**src/rtl/adc_ctrl_pkg.sv**
```systemverilog
package adc_ctrl_pkg;
  localparam int unsigned OFF_CFG    = 32'h00;
  localparam int unsigned OFF_RESULT = 32'h08;
  localparam int unsigned OFF_SWITCH = 32'h18;
  localparam int unsigned OFF_LOCK   = 32'h20;
  localparam logic [31:0] UNLOCK_KEY = 32'h0000_00AA;
  localparam int SW_W   = 12;
  localparam int NUM_CH = 8;

  function automatic logic [SW_W-1:0] chan_word(int unsigned idx);
    case (idx)
      0: return 12'h608;
      1: return 12'h680;
      2: return 12'h640;
      3: return 12'h620;
      4: return 12'h610;
      5: return 12'h601;
      6: return 12'h602;
      7: return 12'h604;
      default: return '0;
    endcase
  endfunction

  function automatic logic sw_legal(logic [31:0] w);
    logic hit;
    hit = 1'b0;
    for (int i = 0; i < NUM_CH; i++) begin
      if (w == {20'h0, chan_word(i)}) hit = 1'b1;
    end
    return hit;
  endfunction
endpackage

```
**src/rtl/adc_prescaler.sv**
```systemverilog
module adc_prescaler #(
  parameter int DIV_SLOW = 16,
  parameter int DIV_FAST = 4
) (
  input  logic clk_i,
  input  logic rst_ni,
  input  logic fast_i,
  input  logic restart_i,
  output logic tick_o
);
  localparam int CNT_W = $clog2(DIV_SLOW);

  logic [CNT_W-1:0] cnt_q, limit;

  assign limit  = fast_i ? CNT_W'(DIV_FAST - 1) : CNT_W'(DIV_SLOW - 1);
  assign tick_o = (cnt_q == limit);

  always_ff @(posedge clk_i or negedge rst_ni) begin
    if (!rst_ni)              cnt_q <= '0;
    else if (restart_i)       cnt_q <= '0;
    else if (cnt_q >= limit)  cnt_q <= '0;
    else                      cnt_q <= cnt_q + 1'b1;
  end
endmodule

```
**src/rtl/adc_timer.sv**
```systemverilog
module adc_timer #(
  parameter int LEN = 6
) (
  input  logic clk_i,
  input  logic rst_ni,
  input  logic load_i,
  input  logic clear_i,
  input  logic tick_i,
  output logic busy_o,
  output logic done_o
);
  localparam int CNT_W = $clog2(LEN + 1);

  logic [CNT_W-1:0] cnt_q;

  assign busy_o = (cnt_q != '0);
  assign done_o = tick_i && (cnt_q == CNT_W'(1));

  always_ff @(posedge clk_i or negedge rst_ni) begin
    if (!rst_ni)               cnt_q <= '0;
    else if (load_i)           cnt_q <= CNT_W'(LEN);
    else if (clear_i)          cnt_q <= '0;
    else if (tick_i && busy_o) cnt_q <= cnt_q - 1'b1;
  end
endmodule

```
**src/rtl/adc_lock.sv**
```systemverilog
module adc_lock (
  input  logic clk_i,
  input  logic rst_ni,
  input  logic access_i,
  input  logic key_i,
  output logic open_o
);
  always_ff @(posedge clk_i or negedge rst_ni) begin
    if (!rst_ni)       open_o <= 1'b0;
    else if (access_i) open_o <= key_i;
  end
endmodule

```
**src/rtl/adc_ctrl.sv**
```systemverilog
module adc_ctrl
  import adc_ctrl_pkg::*;
#(
  parameter int ADDR_W       = 8,
  parameter int SAMPLE_W     = 18,
  parameter int DIV_SLOW     = 16,
  parameter int DIV_FAST     = 4,
  parameter int CONV_TICKS   = 6,
  parameter int SETTLE_TICKS = 10,
  parameter int LIMIT        = 25000
) (
  input  logic                clk_i,
  input  logic                rst_ni,
  input  logic [ADDR_W-1:0]   addr_i,
  input  logic                we_i,
  input  logic                re_i,
  input  logic [31:0]         wdata_i,
  output logic [31:0]         rdata_o,
  input  logic [SAMPLE_W-1:0] sample_i,
  output logic [SW_W-1:0]     mux_sel_o
);
  localparam int EXT_W = 32 - SAMPLE_W;

  logic hit_cfg, hit_res, hit_sw, hit_lock;
  logic key_wr, sw_take, rd_res, trig;
  logic lock_open, fast_q, pend_q;
  logic [SW_W-1:0] sw_q;
  logic [31:0] result_q;
  logic tick, presc_restart;
  logic settle_busy, settle_done, conv_busy, conv_done;
  logic conv_load, conv_end;
  logic signed [31:0] samp_ext, samp_clip;

  assign hit_cfg  = (addr_i == ADDR_W'(OFF_CFG));
  assign hit_res  = (addr_i == ADDR_W'(OFF_RESULT));
  assign hit_sw   = (addr_i == ADDR_W'(OFF_SWITCH));
  assign hit_lock = (addr_i == ADDR_W'(OFF_LOCK));

  assign key_wr  = we_i && hit_lock && (wdata_i == UNLOCK_KEY);
  assign sw_take = we_i && hit_sw && lock_open && sw_legal(wdata_i);
  assign rd_res  = re_i && !we_i && hit_res;
  assign trig    = rd_res && !conv_busy && !pend_q;

  // start now if not settling; else hand off when settling ends
  assign conv_load = !sw_take &&
                     ((trig && !settle_busy) || (settle_done && (pend_q || trig)));
  assign conv_end  = conv_done && !sw_take;
  assign presc_restart = sw_take || (trig && !settle_busy);

  adc_lock u_lock (
    .clk_i    (clk_i),
    .rst_ni   (rst_ni),
    .access_i (we_i || re_i),
    .key_i    (key_wr),
    .open_o   (lock_open)
  );

  adc_prescaler #(.DIV_SLOW(DIV_SLOW), .DIV_FAST(DIV_FAST)) u_presc (
    .clk_i     (clk_i),
    .rst_ni    (rst_ni),
    .fast_i    (fast_q),
    .restart_i (presc_restart),
    .tick_o    (tick)
  );

  adc_timer #(.LEN(SETTLE_TICKS)) u_settle (
    .clk_i   (clk_i),
    .rst_ni  (rst_ni),
    .load_i  (sw_take),
    .clear_i (1'b0),
    .tick_i  (tick),
    .busy_o  (settle_busy),
    .done_o  (settle_done)
  );

  adc_timer #(.LEN(CONV_TICKS)) u_conv (
    .clk_i   (clk_i),
    .rst_ni  (rst_ni),
    .load_i  (conv_load),
    .clear_i (sw_take),
    .tick_i  (tick),
    .busy_o  (conv_busy),
    .done_o  (conv_done)
  );

  always_comb begin
    samp_ext = {{EXT_W{sample_i[SAMPLE_W-1]}}, sample_i};
    if (samp_ext > LIMIT)       samp_clip = LIMIT;
    else if (samp_ext < -LIMIT) samp_clip = -LIMIT;
    else                        samp_clip = samp_ext;
  end

  always_ff @(posedge clk_i or negedge rst_ni) begin
    if (!rst_ni) begin
      sw_q   <= '0;
      fast_q <= 1'b0;
      pend_q <= 1'b0;
    end else begin
      if (sw_take) sw_q <= wdata_i[SW_W-1:0];
      if (we_i && hit_cfg) fast_q <= wdata_i[0];
      if (sw_take)                   pend_q <= pend_q || conv_busy || trig;
      else if (settle_done)          pend_q <= 1'b0;
      else if (trig && settle_busy)  pend_q <= 1'b1;
    end
  end

  always_ff @(posedge clk_i or negedge rst_ni) begin
    if (!rst_ni)       result_q <= '0;
    else if (conv_end) result_q <= {1'b1, 15'h0, samp_clip[15:0]};
    else if (trig)     result_q[31] <= 1'b0;
  end

  always_ff @(posedge clk_i or negedge rst_ni) begin
    if (!rst_ni) rdata_o <= '0;
    else if (re_i) begin
      if (hit_cfg)       rdata_o <= {31'h0, fast_q};
      else if (hit_res)  rdata_o <= result_q;
      else if (hit_sw)   rdata_o <= {20'h0, sw_q};
      else if (hit_lock) rdata_o <= {31'h0, lock_open};
      else               rdata_o <= '0;
    end
  end

  assign mux_sel_o = sw_q;
endmodule

```
**config.mk**
```make
export PLATFORM = sky130hd
export DESIGN_NAME = adc_ctrl
export DESIGN_NICKNAME = d
export VERILOG_FILES = /design/src/rtl/adc_ctrl_pkg.sv /design/src/rtl/adc_prescaler.sv /design/src/rtl/adc_timer.sv /design/src/rtl/adc_lock.sv /design/src/rtl/adc_ctrl.sv
export SDC_FILE = /design/constraint.sdc
export NUM_CORES = 1
export LEC_CHECK = 0
export ABC_CLOCK_PERIOD_IN_PS = 2950
export BUFFER_PORTS_ARGS = -buffer_cell sky130_fd_sc_hd__buf_4
export CORE_MARGIN = 4
export CORE_UTILIZATION = 40
export DETAILED_ROUTE_END_ITERATION = 16
export PLACE_DENSITY = 0.65
export SLEW_MARGIN = 20
export SYNTH_ARGS = -nofsm -noshare
export SYNTH_HDL_FRONTEND = slang
export SYNTH_SLANG_ARGS = --single-unit
```
**constraint.sdc**
```tcl
create_clock -name clk_i -period 2.95 [get_ports clk_i]
set_clock_uncertainty 0.15 [all_clocks]
set_input_delay 0 -clock clk_i [delete_from_list [all_inputs] [get_ports clk_i]]
set_output_delay 0 -clock clk_i [all_outputs]
set_load 0.03 [all_outputs]
```
== Word-level counts from Yosys, hierarchy flattened ==
Index checks and enable logic that the tools add are counted.
Cells by class
  add/sub/neg operators: 3
  magnitude comparators: 3
  equality and inequality tests: 15
  multiplexer cells: 27
  reduce and logical (&&, ||, !) cells: 37
Operators with widths (number)
  $eq 32x11->1 const B: 8
  $mux 32: 2
  $eq 32x8->1 const B: 1
  $mux 16: 2
  $mux 4: 5
  $logic_and 1x1->1: 19
  $gt 18x16->1 const B: 1
  $lt 18x16->1 const B: 1
  $mux 1: 14
  $mux 12: 1
  $mux 3: 3
  $reduce_bool 3->1: 3
  $eq 8x4->1 const B: 1
  $eq 8x5->1 const B: 1
  $eq 8x6->1 const B: 1
  $logic_not 8->1: 1
  $logic_or 1x1->1: 6
  $logic_not 1->1: 5
  $add 4x1->4 const B: 1
  $eq 4x1->1 const B: 1
  $eq 4x4->1: 1
  $ge 4x4->1: 1
  $reduce_bool 2->1: 2
  $reduce_bool 4->1: 1
  other kinds (3): 3
Word-level totals
  bits in registers: 75
  input bits: 62
  logic and storage cells: 95

== Logic depth before layout (Yosys ltp) ==
Gate-level depths: netlist of run 1.
  depth in word-level cells: 13
  mapped depth: 8

== Modules after synthesis ==
A second synthesis of run 1 with hierarchy kept.
Second synthesis, totals
  cells, all modules: 329
  area, all modules: 3305.7 sq um
By module, submodules not included
  adc_ctrl: times used 1, cells each 265, area each 2572.5 sq um, seq. area each 1201.2 sq um
  adc_timer at u_settle: times used 1, cells each 26, area each 277.8 sq um, seq. area each 100.1 sq um
  adc_timer at u_conv: times used 1, cells each 18, area each 214.0 sq um, seq. area each 75.1 sq um
  adc_prescaler: times used 1, cells each 18, area each 201.4 sq um, seq. area each 100.1 sq um
  adc_lock: times used 1, cells each 2, area each 40.0 sq um, seq. area each 25.0 sq um

== Least setup slack after synthesis of run 1 ==
OpenSTA, ideal clock, no wires.
  kind: register to register
  start point: register fast_q
  end point: register result_q[13]
  library setup time: 125 ps
  arrival time: 1566 ps
  required time: 2675 ps
  slack: 1109 ps
  cell stages (with the launch flop): 7
  buffers on the path: 2
  cell sequence: dfrtp_1 > ha_1 > and3_1 > clkbuf_1 > nand4b_2 > buf_6 > mux2_4
On the way
  word-level cells in the longest chain between the ends: 4
RTL lines
  from (decl): line adc_ctrl.sv:26  | logic lock_open, fast_q, pend_q;
  from (signal assigned): line adc_ctrl.sv:100  | if (we_i && hit_cfg) fast_q <= wdata_i[0];
  $mux 4: line adc_prescaler.sv:15  | assign limit = fast_i ? CNT_W'(DIV_FAST - 1) : CNT_W'(DIV_SLOW - 1);
  $eq 4x4->1: line adc_prescaler.sv:16  | assign tick_o = (cnt_q == limit);
  $logic_and 1x1->1: line adc_timer.sv:17  | assign done_o = tick_i && (cnt_q == CNT_W'(1));
  $logic_and 1x1->1: line adc_ctrl.sv:47  | assign conv_end = conv_done && !sw_take;
  to (signal assigned): line adc_ctrl.sv:109  | else if (conv_end) result_q <= {1'b1, 15'h0, samp_clip[15:0]};
  to (decl): line adc_ctrl.sv:28  | logic [31:0] result_q;
Every way passes these cells.
A chain may end at the register's enable or synchronous reset.

== Final worst setup path of run 1 ==
  start point: input sample_i[4]
  end point: register result_q[0]
On the way
  word-level cells in the longest chain between the ends: 3
RTL lines
  from (decl): line adc_ctrl.sv:19  | input logic [SAMPLE_W-1:0] sample_i,
  $lt 18x16->1: line adc_ctrl.sv:89  | else if (samp_ext < -LIMIT) samp_clip = -LIMIT;
  $mux 16: line adc_ctrl.sv:89
  $mux 16 (*): line adc_ctrl.sv:88  | if (samp_ext > LIMIT) samp_clip = LIMIT;
Mark *: on every way between the ends. The rest lies on a longest branch, timed or not.

==> results of run 1 <==
==> logic make-up after synthesis <==
| family | share of synthesized area |
|---|---|
| adder cells (fa/ha/maj) | 0.0304 |
| XOR/XNOR | 0.0186 |
| buffers and inverters | 0.0805 |
| flip-flops | 0.456 |
| AND/OR/NAND/NOR | 0.228 |
| other | 0.00114 |
| AO/OA/AOI/OAI | 0.0938 |
| multiplexers | 0.0919 |
==> power groups by stage <==
stage | Combinational, mW | Clock (mW) | Sequential [mW]
detailed placement | 0.527 | 0 | 1.12
floorplan | 0.378 | 0 | 1.08
global placement | 0.507 | 0 | 1.11
CTS | 0.566 | 0.847 | 1.10
global route | 0.639 | 0.880 | 1.13
finish | 0.561 | 0.823 | 1.11
==> synth_stat cells, drive strengths merged (4+ instances only) <==
cell / number
dfrtp: 60
nand2: 48
inv: 24
nor2: 24
a21oi: 18
buf: 18
nor2b: 16
mux2: 14
mux2i: 13
nor4: 11
a21boi: 9
ha: 8
nor4b: 8
clkbuf: 7
o21ai: 7
nand2b: 6
nor3: 6
and3: 5
nand3: 4
xor2: 4
==> final cells by class <==
type / instances / area [µm²]
fillers: 721 / 3280
multi-input cells: 246 / 1580
flip-flops and latches: 60 / 1500
repair buffers: 127 / 1040
clock buffers: 11 / 151
well taps: 102 / 128
inverters: 24 / 90.1
clock inverters: 4 / 72.6
==> flip-flops by register name, summed over array words and instances (netlist names) <==
| name | count |
|---|---|
| rdata_o | 17 |
| result_q | 17 |
| mux_sel_o | 12 |
| u_presc.cnt_q | 4 |
| u_settle.cnt_q | 4 |
| u_conv.cnt_q | 3 |
| fast_q | 1 |
| pend_q | 1 |
| u_lock.open_o | 1 |
==> stage by stage <==
stage / instance area [µm²] / setup slack, ns / power, mW
6_report: 4560 / 0.353 / 2.49
5_1_grt: 4560 / 0.206 / 2.65
4_1_cts: 4560 / 0.410 / 2.52
3_5_place_dp: 3990 / 0.552 / 1.64
3_3_place_gp: 3990 / 0.595 / 1.62
2_1_floorplan: 3350 / 1.11 / 1.46
==> critical path, cell delays in order <==
cell,delay [ns]
sky130_fd_sc_hd__dlygate4sd3_1,0.56
sky130_fd_sc_hd__buf_4,0.15
sky130_fd_sc_hd__nor4_1,0.31
sky130_fd_sc_hd__nor4_1,0.10
sky130_fd_sc_hd__or4_1,0.50
sky130_fd_sc_hd__mux2i_1,0.29
sky130_fd_sc_hd__nand2_1,0.11
sky130_fd_sc_hd__dlygate4sd3_1,0.56
sky130_fd_sc_hd__mux2i_1,0.12
==> how the worst min path moves through the flow <==
stage / start / end / slack, ns
after detailed placement: rst_ni / rdata_o[31]$_DFFE_PN0P_ / -0.02
final: addr_i[3] / rdata_o[0]$_DFFE_PN0P_ / 0.03
after CTS: addr_i[3] / rdata_o[0]$_DFFE_PN0P_ / 0.01
after floorplan: rst_ni / fast_q$_DFFE_PN0P_ / -0.45
after global placement: rst_ni / u_settle.cnt_q[1]$_DFFE_PN0P_ / -0.02
after global routing: addr_i[3] / rdata_o[0]$_DFFE_PN0P_ / 0.05
==> what timing repair did <==
item                      4_1_cts  5_1_grt
hold buffers                   35        0
resized for setup               0        0
hold endpoints to repair      105        0
==> layer usage <==
layer / part of all wire / vias to the layer above / wire [µm] / global-route usage
met5: 0 / - / 0 / 0
met4: 0.025 / 0 / 199 / 0.0777
met2: 0.46 / 112 / 3670 / 0.279
li1: - / 1393 / - / -
met1: 0.44 / 1335 / 3540 / 0.215
met3: 0.078 / 17 / 626 / 0.0545
==> layout by cell type, fill, tap and decap left out, drive strengths merged, types with 13 or more instances in the layout <==
cell type,synthesis,final
buf,18,92
dfrtp,60,60
nand2,48,48
dlygate4sd3,0,35
inv,24,24
nor2,24,24
a21oi,18,18
nor2b,16,16
conb,1,15
mux2,14,14
mux2i,13,13
==> results by group, run 1 <==
Status
  – Outcome: complete, no violations

Layout
  – Diodes inserted: 0
  – Final standard cell count with taps included and fillers excluded: 574
  – Utilization of the core after routing: 0.582
  – Layout cells sized above 1: 0.265
  – Synth-to-Final Area Change: 38.5%
  – Number of nets in the finished design: 538

STA
  – Headroom to the max-slew limit: 0.485
  – Pins over their slew limit: 0
  – Final setup viols: 0
  – Hold slack: 0.0300 ns
  – Post-route setup TNS: 0 ns
  – Final worst path period share: 0.880
  – Minimum clock period after layout: 2.60 ns
  – Count of endpoints failing hold in the final timing report: 0
  – Worst-Margin Slew: 0.772 ns
  – Max frequency: 0.385 GHz
  – RSZ-0062 raised after global routing: no

Clock network
  – Maximum buffer depth of the clock tree: 2
  – CTS HTree Levels: 3
  – Number of CTS-inserted buffers: 9
  – Library cell used as clock root buffer: sky130_fd_sc_hd__clkbuf_8
  – CTS sink count: 60
  – Clock-pin slew on the worst setup and hold paths: 0.07 ns
  – Number of buffers inserted to repair setup after CTS: 0
  – TritonCTS clock tree: built
  – Skew-Pair Late Insertion Delay: 0.33 ns

Critical path
  – CP required: 3.05 ns
  – FF-to-FF Start: fast_q$_DFFE_PN0P_
  – Register-to-Register Path Depth: 4
  – Critical path class: in -> reg
  – Data arrival time of the worst path: 2.70 ns
  – Terminus of the critical flop-to-flop path: result_q[15]$_DFFE_PN0P_
  – Biggest fanout along the worst timing path: 4
  – Setup crit start: sample_i[4]
  – Critical Path End: result_q[0]$_DFFE_PN0P_
  – CP startpoint kind: input pin
  – Setup slack of the most critical reg-to-reg path: 0.57 ns
  – Critical Path Sink Type: register

Pwr
  – Switching power of the nets: 701 µW
  – Internal power of the cells: 1.79 mW
  – Peak supply drop: 0.237 mV
  – Static leakage power: 2.34 nW
  – Share of power burned in the clock network: 0.330
  – Power Dens Cells: 546 nW/µm²
  – Portion of total power attributed to sequential cells: 0.445
  – Portion of total power attributed to combinational logic: 0.225
  – Switching share of total power: 0.282

Global route
  – Remaining global-route overflow: 0
  – Wire length of the first global-routing pass: 13,600 µm
  – GRT Resource Usage Total: 0.174
  – Number of global-route vias before repair: 2,952
  – Number of antenna violations at the first check in global routing: 0
  – Largest net degree at the start of global routing: 61

Logic synthesis
  – Number of synthesized flops with an enable pin: 0
  – Cell area after synthesis: 3290 µm²
  – Yosys warnings: 0
  – Library cell with the largest summed area after synthesis: sky130_fd_sc_hd__dfrtp_1
  – Register area share after synthesis: 0.456
  – Number of distinct library cell variants in the gate-level netlist after synthesis: 47
  – Post-synth top area share: 0.456
  – Share of synthesized registers carrying an async set or reset: 1.00
  – Syn Inst Count: 341
  – FF+latch count, synth: 60
  – Leading post-synthesis cells by cell area: sky130_fd_sc_hd__dfrtp_1, sky130_fd_sc_hd__nand2_1, sky130_fd_sc_hd__mux2i_1
  – Avg Inst Size Synth: 9.66 µm²
  – Primary flip-flop cell chosen by synthesis mapping: sky130_fd_sc_hd__dfrtp_1

Detailed routing
  – First DRT Iteration DRCs: 108
  – Residual DRC: 0
  – Initial DRT Pass Iterations: 4
  – Vias: 2,857
  – Residual antenna-violating net count after detailed routing: 0
  – Wirelength per Cell: 14.0 µm
  – Drt total wl: 8040 µm
  – Average via count per standard cell: 4.98

Place
  – Placer congestion estimate: 0.825
  – DPL Wire Length: 5920 µm
  – IO Port Bufs: 90
  – Number of instances in the placed design: 524

Floorplan
  – I/O Pins: 106
  – Die Ht: 98.8 µm
  – Initial standard-cell utilization of the core: 0.420
  – Die Wd: 98.8 µm
  – Site Rows: 32
  – Total Die Area: 9750 µm²
  – Core Box Area: 7850 µm²

Worst hold path
  – Hold/Removal Path Class: in -> reg
  – Number of instances on the worst hold path: 4

Run
  – Number of max-cap violations: 0
(Power assumes the default switching activity.)
==> inputs of run 2 (changes only) <==
Settings changed: SETUP_SLACK_MARGIN set to 0.5.
==> run 2 against run 1 <==
  * Via count up 0.32%
  * Combinational power about the same
  * Register-to-register slack better by 0.28 ns
  * Global-route usage up 0.057 points
  * First-iteration DRC count down 15%
  * Power up 0.31%
==> results by group, run 2 (synthesis results as in run 1) <==
STA
  – Final worst path period share: 0.758 (-0.123)
  – Pins over their slew limit: 0 (unchanged)
  – Min setup slack post-route: 0.715 ns (+0.362 ns)
  – Post-route setup TNS: 0 ns (unchanged)
  – Final setup viols: 0 (unchanged)
  – Count of endpoints failing hold in the final timing report: 0 (unchanged)
  – Headroom to the max-slew limit: 0.495 (+0.0102)
  – RSZ-0062 raised after global routing: no
  – Worst-Margin Slew: 0.757 ns (-0.0153 ns)
  – Minimum clock period after layout: 2.23 ns (-0.362 ns)
  – Max frequency: 0.447 GHz (+16%)

Detailed routing
  – Residual DRC: 0 (unchanged)
  – Initial DRT Pass Iterations: 4 (unchanged)
  – Drt total wl: 8100 µm (+0.77%)
  – Vias: 2,866 (+0.32%)
  – Average via count per standard cell: 5.02 (+0.84%)
  – Wirelength per Cell: 14.2 µm (+1.3%)
  – First DRT Iteration DRCs: 92 (-15%)
  – Residual antenna-violating net count after detailed routing: 0 (unchanged)

Clock network
  – Skew-Pair Late Insertion Delay: 0.34 ns (about the same)
  – TritonCTS clock tree: built
  – CTS sink count: 60 (unchanged)
  – CTS HTree Levels: 3 (unchanged)
  – Maximum buffer depth of the clock tree: 2 (unchanged)
  – Number of CTS-inserted buffers: 9 (unchanged)
  – Library cell used as clock root buffer: sky130_fd_sc_hd__clkbuf_8
  – Clock-pin slew on the worst setup and hold paths: 0.07 ns (about the same)
  – Number of buffers inserted to repair setup after CTS: 0 (unchanged)

Pwr
  – Internal power of the cells: 1.79 mW (about the same)
  – Power Dens Cells: 550 nW/µm² (+0.78%)
  – Portion of total power attributed to sequential cells: 0.443 (-0.002)
  – Switching share of total power: 0.284 (+0.00205)
  – Portion of total power attributed to combinational logic: 0.226 (about the same)
  – Peak supply drop: 0.240 mV (+1.0%)
  – Total power consumption of the routed design: 2.50 mW (+0.31%)
  – Share of power burned in the clock network: 0.331 (about the same)
  – Switching power of the nets: 708 µW (+1.0%)
  – Static leakage power: 2.33 nW (-0.31%)

Global route
  – Number of global-route vias before repair: 2,989 (+1.3%)
  – Number of antenna violations at the first check in global routing: 0 (unchanged)
  – Wire length of the first global-routing pass: 13,700 µm (+0.20%)
  – Remaining global-route overflow: 0 (unchanged)
  – GRT Resource Usage Total: 0.175 (+0.000569)
  – Largest net degree at the start of global routing: 61 (unchanged)

Layout
  – Diodes inserted: 0 (unchanged)
  – Synth-to-Final Area Change: 37.9%
  – Final standard cell count with taps included and fillers excluded: 571 (-0.52%)
  – Most common library cell in the layout ignoring fill and taps: sky130_fd_sc_hd__buf_4
  – Most frequent cells in the layout: sky130_fd_sc_hd__buf_4, sky130_fd_sc_hd__dfrtp_1, sky130_fd_sc_hd__nand2_1
  – Layout cells sized above 1: 0.267 (+0.00169)
  – Number of nets in the finished design: 535 (-0.56%)

Place
  – IO Port Bufs: 90 (unchanged)
  – Placer congestion estimate: 0.825 (unchanged)
  – Worst slack after detailed placement: 0.552 ns (unchanged)
  – DPL Wire Length: 5920 µm (unchanged)
  – Number of instances in the placed design: 524 (unchanged)

Floorplan
  – Initial standard-cell utilization of the core: 0.420 (unchanged)
  – Total Die Area: 9750 µm² (unchanged)
  – Site Rows: 32 (unchanged)
  – Die Wd: 98.8 µm (unchanged)
  – Core Box Area: 7850 µm² (unchanged)
  – I/O Pins: 106 (unchanged)
  – Die Ht: 98.8 µm (unchanged)

Critical path
  – Critical Path Sink Type: register
  – CP startpoint kind: input pin
  – Critical path class: in -> reg
  – Data arrival time of the worst path: 2.31 ns (-0.39 ns)
  – Biggest fanout along the worst timing path: 17 (+13)
  – CP required: 3.03 ns (-0.02 ns)

Status
  – Outcome: complete, no violations

Worst hold path
  – Hold/Removal Path Class: in -> reg

Run
  – Number of max-cap violations: 0 (unchanged)
-- run 2: changes by cell type in the layout (fill, tap and decap cells not counted) --
| cell | previous run | this run |
|---|---|---|
| sky130_fd_sc_hd__dlygate4sd3_1 | 35 | 32 |
| sky130_fd_sc_hd__nand4b_2 | 1 | 0 |
| sky130_fd_sc_hd__nand4b_4 | 0 | 1 |
-- run 2: routing by layer --
metal | up-vias | track usage | wire (µm)
li1 | 1388 | - | -
met4 | 0 | 0.0809 | 194
met3 | 18 | 0.0538 | 683
met1 | 1347 | 0.213 | 3480
met5 | - | 0 | 0
met2 | 113 | 0.282 | 3750
-- run 2: power by group through the flow --
stage,registers [mW],logic (mW),clock network [mW]
2_1_floorplan,1.08,0.378,0
3_3_place_gp,1.11,0.507,0
3_5_place_dp,1.12,0.527,0
4_1_cts,1.10,0.563,0.847
5_1_grt,1.13,0.643,0.880
6_report,1.11,0.564,0.827
-- run 2: final cells by class --
type                       count  area [µm²]
multi-input combinational    246        1590
clock buffer                  11         151
clock inverter                 4        72.6
sequential                    60        1500
timing repair buffer         124        1010
tap                          102         128
fill                         730        3300
inverter                      24        90.1
-- run 2: worst paths after layout --
kind	cells after the start	end	start	slack (ns)
setup / recovery	8	result_q[15]$_DFFE_PN0P_	wdata_i[5]	0.72
hold / removal	4	rdata_o[0]$_DFFE_PN0P_	addr_i[3]	0.03
setup reg to reg	4	result_q[15]$_DFFE_PN0P_	fast_q$_DFFE_PN0P_	0.85
hold reg to reg	1	u_presc.cnt_q[0]$_DFF_PN0_	u_presc.cnt_q[0]$_DFF_PN0_	0.33
max in group asynchronous	2	mux_sel_o[9]$_DFFE_PN0P_	rst_ni	2.02
min in group asynchronous	2	u_settle.cnt_q[3]$_DFFE_PN0P_	rst_ni	0.13
-- run 2: per-stage QoR --
| stage | instance area (µm²) | hold slack [ns] | util |
|---|---|---|---|
| 2_1_floorplan | 3350 | -0.446 | - |
| 3_3_place_gp | 3990 | -0.0241 | 0.508 |
| 3_5_place_dp | 3990 | -0.0238 | 0.508 |
| 4_1_cts | 4530 | 0.0121 | 0.578 |
| 5_1_grt | 4540 | 0.0516 | 0.579 |
| 6_report | 4540 | 0.0267 | 0.579 |
-- run 2: critical path, stage by stage --
cell                            delay, ns
sky130_fd_sc_hd__dlygate4sd3_1       0.54
sky130_fd_sc_hd__buf_4               0.16
sky130_fd_sc_hd__nor4b_1             0.33
sky130_fd_sc_hd__a211oi_1            0.10
sky130_fd_sc_hd__nor4b_2             0.34
sky130_fd_sc_hd__o2111ai_4           0.17
sky130_fd_sc_hd__nand4b_4            0.34
sky130_fd_sc_hd__mux2_4              0.33
-- run 2: repair_timing --
item                                   CTS  global route
gates resized for setup                  0             1
setup endpoints to repair                0             4
hold buffers                            32             0
endpoints found under the hold margin  105             0
